<file path="src/rtl/ahb_rd_pkg.sv">
package ahb_rd_pkg;

  // Data-phase state of the read controller
  typedef enum logic [2:0] {
    ST_IDLE,     // no read data phase, ready high
    ST_WAIT,     // slow source not ready, ready low
    ST_PRESENT,  // completing legal read cycle
    ST_ERR1,     // error, first cycle (ready low)
    ST_ERR2      // error, second cycle (ready high)
  } rd_state_e;

  // Word index inside the register window
  typedef enum logic [1:0] {
    SEL_CTRL = 2'd0,
    SEL_STAT = 2'd1,
    SEL_IRQ  = 2'd2,
    SEL_RX   = 2'd3
  } reg_sel_e;

  // Strobes from control to datapath
  typedef struct packed {
    logic ctrlWr;   // load control word from hwdata
    logic irqClr;   // clear interrupt word on completion
    logic rxPop;    // consume one receive entry on completion
    logic drvData;  // legal read data phase: drive the selected word
  } strobe_t;

endpackage

</file>
<file path="src/rtl/ahb_rd_ctrl.sv">
module ahb_rd_ctrl
  import ahb_rd_pkg::*;
#(
  parameter int ADDR_W = 8,
  parameter int RX_LAT = 1
) (
  input  logic              hclk,
  input  logic              hresetn,
  input  logic              hsel,
  input  logic [ADDR_W-1:0] haddr,
  input  logic [1:0]        htrans,
  input  logic              hwrite,
  input  logic              hready,
  output reg_sel_e          regSel,
  output strobe_t           strb,
  output logic              hreadyout,
  output logic              hresp
);

  localparam int LAT_W = (RX_LAT > 1) ? $clog2(RX_LAT) : 1;
  localparam logic [LAT_W-1:0] LAT_LOAD = LAT_W'((RX_LAT > 0) ? RX_LAT - 1 : 0);
  localparam bit HAS_WAIT = (RX_LAT > 0);

  rd_state_e        state, stNext;
  logic [LAT_W-1:0] waitCnt, cntNext;
  logic             selQ, writeQ, legalQ;

  // Address-phase decode
  logic     accept;
  logic     legalAddr;
  reg_sel_e addrSel;
  logic     unusedBits;

  assign accept     = hsel && htrans[1] && hready;
  assign legalAddr  = (haddr[ADDR_W-1:4] == '0);
  assign addrSel    = reg_sel_e'(haddr[3:2]);
  assign unusedBits = ^{htrans[0], haddr[1:0]};

  // Capture registers, loaded only while the bus is ready
  always_ff @(posedge hclk or negedge hresetn) begin
    if (!hresetn) begin
      selQ   <= 1'b0;
      writeQ <= 1'b0;
      legalQ <= 1'b0;
      regSel <= SEL_CTRL;
    end else if (hready) begin
      selQ   <= accept;
      writeQ <= hwrite;
      legalQ <= legalAddr;
      regSel <= addrSel;
    end
  end

  // Next-state logic
  always_comb begin
    stNext  = state;
    cntNext = waitCnt;
    unique case (state)
      ST_WAIT: begin
        if (waitCnt == '0) stNext = ST_PRESENT;
        else               cntNext = waitCnt - LAT_W'(1);
      end
      ST_ERR1: stNext = ST_ERR2;
      default: begin
        // IDLE, PRESENT and ERR2 are completion cycles that can take a new phase
        stNext = ST_IDLE;
        if (accept && !hwrite) begin
          if (!legalAddr) begin
            stNext = ST_ERR1;
          end else if (HAS_WAIT && addrSel == SEL_RX) begin
            stNext  = ST_WAIT;
            cntNext = LAT_LOAD;
          end else begin
            stNext = ST_PRESENT;
          end
        end
      end
    endcase
  end

  always_ff @(posedge hclk or negedge hresetn) begin
    if (!hresetn) begin
      state   <= ST_IDLE;
      waitCnt <= '0;
    end else begin
      state   <= stNext;
      waitCnt <= cntNext;
    end
  end

  // Bus response
  assign hreadyout = !(state == ST_WAIT || state == ST_ERR1);
  assign hresp     = (state == ST_ERR1) || (state == ST_ERR2);

  // Side effects: registered select, read, completion, no error
  logic readDone;
  assign readDone = selQ && !writeQ && hreadyout && !hresp;

  always_comb begin
    strb.ctrlWr  = selQ && writeQ && legalQ && (regSel == SEL_CTRL);
    strb.irqClr  = readDone && (regSel == SEL_IRQ);
    strb.rxPop   = readDone && (regSel == SEL_RX);
    strb.drvData = selQ && !writeQ && (state == ST_WAIT || state == ST_PRESENT);
  end

endmodule

</file>
<file path="src/rtl/ahb_rd_dpath.sv">
module ahb_rd_dpath
  import ahb_rd_pkg::*;
#(
  parameter int DATA_W     = 32,
  parameter int FIFO_DEPTH = 4,
  parameter int IRQ_W      = 8
) (
  input  logic              hclk,
  input  logic              hresetn,
  input  strobe_t           strb,
  input  reg_sel_e          regSel,
  input  logic [DATA_W-1:0] hwdata,
  input  logic [IRQ_W-1:0]  irqSet,
  input  logic              rxPush,
  input  logic [DATA_W-1:0] rxPushData,
  output logic [DATA_W-1:0] hrdata
);

  localparam int PTR_W = (FIFO_DEPTH > 1) ? $clog2(FIFO_DEPTH) : 1;
  localparam int CNT_W = $clog2(FIFO_DEPTH + 1);
  localparam logic [PTR_W-1:0] PTR_LAST = PTR_W'(FIFO_DEPTH - 1);
  localparam logic [CNT_W-1:0] CNT_FULL = CNT_W'(FIFO_DEPTH);

  // Control word
  logic [DATA_W-1:0] ctrlReg;
  always_ff @(posedge hclk or negedge hresetn) begin
    if (!hresetn)         ctrlReg <= '0;
    else if (strb.ctrlWr) ctrlReg <= hwdata;
  end

  // Interrupt word: per-bit set has priority over the read clear
  logic [IRQ_W-1:0] irqReg;
  for (genvar b = 0; b < IRQ_W; b++) begin : g_irq
    always_ff @(posedge hclk or negedge hresetn) begin
      if (!hresetn)         irqReg[b] <= 1'b0;
      else if (irqSet[b])   irqReg[b] <= 1'b1;
      else if (strb.irqClr) irqReg[b] <= 1'b0;
    end
  end

  // Receive FIFO (behavioural storage)
  logic [DATA_W-1:0] mem [FIFO_DEPTH];
  logic [PTR_W-1:0]  wrPtr, rdPtr;
  logic [CNT_W-1:0]  count;
  logic              empty, full, doPush, doPop;

  assign empty  = (count == '0);
  assign full   = (count == CNT_FULL);
  assign doPush = rxPush && !full;
  assign doPop  = strb.rxPop && !empty;

  always_ff @(posedge hclk) begin
    if (doPush) mem[wrPtr] <= rxPushData;
  end

  always_ff @(posedge hclk or negedge hresetn) begin
    if (!hresetn) begin
      wrPtr <= '0;
      rdPtr <= '0;
      count <= '0;
    end else begin
      if (doPush) wrPtr <= (wrPtr == PTR_LAST) ? '0 : wrPtr + PTR_W'(1);
      if (doPop)  rdPtr <= (rdPtr == PTR_LAST) ? '0 : rdPtr + PTR_W'(1);
      unique case ({doPush, doPop})
        2'b10:   count <= count + CNT_W'(1);
        2'b01:   count <= count - CNT_W'(1);
        default: count <= count;
      endcase
    end
  end

  // Read sources
  logic [DATA_W-1:0] statusWord, rxWord, srcWord;
  assign statusWord = DATA_W'({count, full, empty});
  assign rxWord     = empty ? '0 : mem[rdPtr];

  always_comb begin
    unique case (regSel)
      SEL_CTRL: srcWord = ctrlReg;
      SEL_STAT: srcWord = statusWord;
      SEL_IRQ:  srcWord = DATA_W'(irqReg);
      default:  srcWord = rxWord;
    endcase
  end

  // Zero outside a legal read data phase for the AND-OR return mux
  assign hrdata = strb.drvData ? srcWord : '0;

endmodule

</file>
<file path="src/rtl/ahb_rd_slave.sv">
module ahb_rd_slave
  import ahb_rd_pkg::*;
#(
  parameter int ADDR_W     = 8,
  parameter int DATA_W     = 32,
  parameter int FIFO_DEPTH = 4,
  parameter int IRQ_W      = 8,
  parameter int RX_LAT     = 1
) (
  input  logic              hclk,
  input  logic              hresetn,
  input  logic              hsel,
  input  logic [ADDR_W-1:0] haddr,
  input  logic [1:0]        htrans,
  input  logic              hwrite,
  input  logic              hready,
  input  logic [DATA_W-1:0] hwdata,
  input  logic [IRQ_W-1:0]  irqSet,
  input  logic              rxPush,
  input  logic [DATA_W-1:0] rxPushData,
  output logic [DATA_W-1:0] hrdata,
  output logic              hreadyout,
  output logic              hresp
);

  strobe_t  strb;
  reg_sel_e regSel;

  ahb_rd_ctrl #(
    .ADDR_W (ADDR_W),
    .RX_LAT (RX_LAT)
  ) u_ctrl (
    .hclk      (hclk),
    .hresetn   (hresetn),
    .hsel      (hsel),
    .haddr     (haddr),
    .htrans    (htrans),
    .hwrite    (hwrite),
    .hready    (hready),
    .regSel    (regSel),
    .strb      (strb),
    .hreadyout (hreadyout),
    .hresp     (hresp)
  );

  ahb_rd_dpath #(
    .DATA_W     (DATA_W),
    .FIFO_DEPTH (FIFO_DEPTH),
    .IRQ_W      (IRQ_W)
  ) u_dpath (
    .hclk       (hclk),
    .hresetn    (hresetn),
    .strb       (strb),
    .regSel     (regSel),
    .hwdata     (hwdata),
    .irqSet     (irqSet),
    .rxPush     (rxPush),
    .rxPushData (rxPushData),
    .hrdata     (hrdata)
  );

endmodule

</file>
<file path="config.mk">
export PLATFORM = sky130hd
export DESIGN_NAME = ahb_rd_slave
export DESIGN_NICKNAME = d
export VERILOG_FILES = /design/src/rtl/ahb_rd_pkg.sv /design/src/rtl/ahb_rd_ctrl.sv /design/src/rtl/ahb_rd_dpath.sv /design/src/rtl/ahb_rd_slave.sv
export SDC_FILE = /design/constraint.sdc
export NUM_CORES = 1
export LEC_CHECK = 0
export BUFFER_PORTS_ARGS = -buffer_cell sky130_fd_sc_hd__buf_4
export CORE_MARGIN = 3
export CORE_UTILIZATION = 50
export DETAILED_ROUTE_END_ITERATION = 6
export GPL_ROUTABILITY_DRIVEN = 0
export GPL_TIMING_DRIVEN = 1
export PLACE_DENSITY = 0.69
export SLEW_MARGIN = 25
export SYNTH_ARGS = -nofsm -noshare
export SYNTH_HDL_FRONTEND = slang
export SYNTH_SLANG_ARGS = --single-unit
export TNS_END_PERCENT = 20
</file>
<file path="constraint.sdc">
create_clock -name hclk -period 5.65 [get_ports hclk]
set_input_delay 1.13 -clock hclk [delete_from_list [all_inputs] [get_ports hclk]]
set_output_delay 1.13 -clock hclk [all_outputs]
set_load 0.01 [all_outputs]
</file>
==> flow_metrics.env <==
export IMPL_start_util_pct=51.4
export IMPL_postLayoutCoreUtil_pct=61.8
export IMPL_antenna_cells=0
export IMPL_drc=0
export IMPL_p_leak_nw=3.42
export IMPL_drv_cap=0
export IMPL_cts_path_max_buffers=2
export IMPL_synth_main_ff_cell="edfxtp_1"
export IMPL_cts_buffers=17
export IMPL_worstPathArrival_ns=2.49
export IMPL_layout_commonest_cell="edfxtp_1"
export IMPL_routed_wl_um=15300
export IMPL_die_x_um=129
export IMPL_synth_yosys_seq_area_share_pct=69.6
export IMPL_skew_ns=0.00834
export IMPL_period_share_pct=64.0
export IMPL_num_vias=4203
export IMPL_io_buffers=118
export IMPL_clock_fmax_mhz=277
export IMPL_wl_per_cell_um=20.8
export IMPL_postSynthAreaPerCell_um2=17.7
export IMPL_final_hold_viol_count=0
export IMPL_dr_max_layer_used="met4"
export IMPL_grt_max_degree=56
export IMPL_antenna_found_initial=0
export IMPL_dpl_hpwl_um=9420
export IMPL_nets=634
export IMPL_timing_setup_tns_ns=0
export IMPL_htree_levels=4
export IMPL_grt_pass1_wl_um=23900
export IMPL_tightest_slew_ns=0.948
export IMPL_worstHoldPathType="reg -> reg"
export IMPL_core_um2=14600
export IMPL_status="complete, no violations"
export IMPL_synthToLayoutAreaGrowth_pct=20.1
export IMPL_dr_pass1_iters=7
export IMPL_slew_violations=0
export IMPL_cts_resized=0
export IMPL_grt_usage_pct=19.4
export IMPL_die_h_um=129
export IMPL_cts_root_buf="clkbuf_16"
export IMPL_setup_viol=0
export IMPL_rows=44
export IMPL_die_area_um2=16500
export IMPL_fillCellCount=1083
export IMPL_netlist_area_um2=7500
export IMPL_synth_seq_cells=183
export IMPL_required_ns=4.52
export IMPL_grt_overflow=0
export IMPL_syn_nets=520
export IMPL_hold_buffers=0
export IMPL_tritoncts="yes"
export IMPL_crit_path_start_kind="flip-flop"
export IMPL_dr_first_iter_drc_count=295
export IMPL_cts_setup_buffers=0
export IMPL_min_period_ns=3.62
export IMPL_m1WireLength_um=6710
export IMPL_rsz0062_at_grt="no"
export IMPL_path_max_fanout=25
export IMPL_path_clk_slew_ns=0.06
export IMPL_crit_path_end_kind="output pin"
export IMPL_via_per_inst=5.71
export IMPL_grt_pass1_vias=4539
export IMPL_crit_type="reg -> out"
export IMPL_drive_above_1_share_pct=42.0
export IMPL_power_density_nw_per_um2=401
export IMPL_final_cell_mix="edfxtp_1, buf_4, dfrtp_1"
export IMPL_wl_met3_um=1080
export IMPL_wl_met2_um=7410
export IMPL_ant_nets=0
export IMPL_slew_headroom_pct=36.8
export IMPL_async_reset_ff_share_pct=30.1
export IMPL_synth_edf_count=128
export IMPL_cts_sinks=183
export IMPL_syn_inst=425
export IMPL_num_io_pins=122
export IMPL_clock_latency_ns=0.43
export IMPL_synthDistinctLibCells=46
export IMPL_vdd_drop_max_mv=0.310
export IMPL_yosys_warnings=0
## final timing paths
check	startpoint	endpoint	slack (ns)	cells past startpoint
worst max-delay path	u_ctrl.regSel[1]	hrdata[30]	2.03	4
worst min-delay path	u_dpath.irqReg[6]	u_dpath.irqReg[6]	0.48	1
worst max register to register	u_ctrl.regSel[1]	u_dpath.count[2]	2.46	8
worst min register to register	u_dpath.irqReg[6]	u_dpath.irqReg[6]	0.48	1
max in group asynchronous	hresetn	u_dpath.rdPtr[1]	4.31	1
min in group asynchronous	hresetn	u_dpath.irqReg[0]	0.78	1
## kinds of logic after synthesis
family                   Yosys count  synth area share [%]
AO/OA/AOI/OAI                     55                  5.40
XOR/XNOR                           4                 0.467
adder cells (fa/ha/maj)            7                  1.27
buffers and inverters             35                  2.67
flip-flops                       183                  69.6
multiplexers                      75                  16.0
AND/OR/NAND/NOR                   66                  4.59
## synthesized netlist by cell type, drive strengths merged, types with 2 or more instances
cell / n / share of area (%)
edfxtp: 128 / 51
dfrtp: 55 / 18
mux2: 42 / 6.3
mux4: 32 / 9.6
nor2: 31 / 1.7
a22oi: 24 / 2.4
buf: 18 / 1.8
inv: 9 / 0.45
a21o: 8 / 0.80
clkbuf: 8 / 0.40
a21oi: 7 / 0.47
nand2: 7 / 0.35
ha: 6 / 1.0
and2: 4 / 0.33
nand3: 4 / 0.27
nor3: 4 / 0.33
o21ai: 4 / 0.27
a311oi: 3 / 0.52
nor2b: 3 / 0.25
o22ai: 3 / 0.25
or3: 3 / 0.25
a211oi: 2 / 0.20
nand2b: 2 / 0.27
nor4: 2 / 0.17
xnor2: 2 / 0.23
xor2: 2 / 0.23
## sequential cells by signal, summed over array words and instances, names as in the netlist, 2 cells and up
register         cells
u_ctrl.regSel        2
u_ctrl.state         3
u_dpath.ctrlReg     32
u_dpath.wrPtr        2
u_dpath.irqReg       8
u_dpath.rdPtr        2
u_dpath.mem        128
u_dpath.count        3
## area by class of cell
| type | instances | area, um^2 | share of cell area [%] |
|---|---|---|---|
| well taps | 184 | 230 | 2.55 |
| repair buffers | 121 | 908 | 10.1 |
| clock buffers | 22 | 454 | 5.04 |
| multi-input cells | 207 | 2090 | 23.2 |
| flip-flops and latches | 183 | 5220 | 57.9 |
| clock inverters | 10 | 73.8 | 0.819 |
| inverters | 9 | 33.8 | 0.375 |
## per-layer routing
metal	up-vias	global-route usage [%]
met5	-	0
met4	0	5.13
met3	14	6.02
met2	138	30.9
met1	2153	26.4
li1	1898	-
## stage by stage
stage	hold slack, ns	power (mW)	cell area (um^2)	worst slack (ns)	cells
after floorplan	0.444	2.36	7500	2.99	425
after global placement	0.461	2.57	8480	2.10	704
after detailed placement	0.465	2.60	8490	2.47	704
after CTS	0.479	3.66	9010	2.00	736
after global routing	0.500	3.80	9010	1.88	736
final	0.477	3.62	9010	2.03	736
## where the power goes
part | leakage, nW | switching (mW) | internal, mW
clock network | 0.244 | 0.482 | 0.576
registers | 1.87 | 0.109 | 1.70
logic | 1.30 | 0.391 | 0.363
## worst max-delay path: stages (launching register included)
cell and delay, ns:
dfrtp_1 0.80, o311a_2 0.75, a22oi_1 0.19, nor2_1 0.17, buf_4 0.14
(Power assumes the default switching activity.)
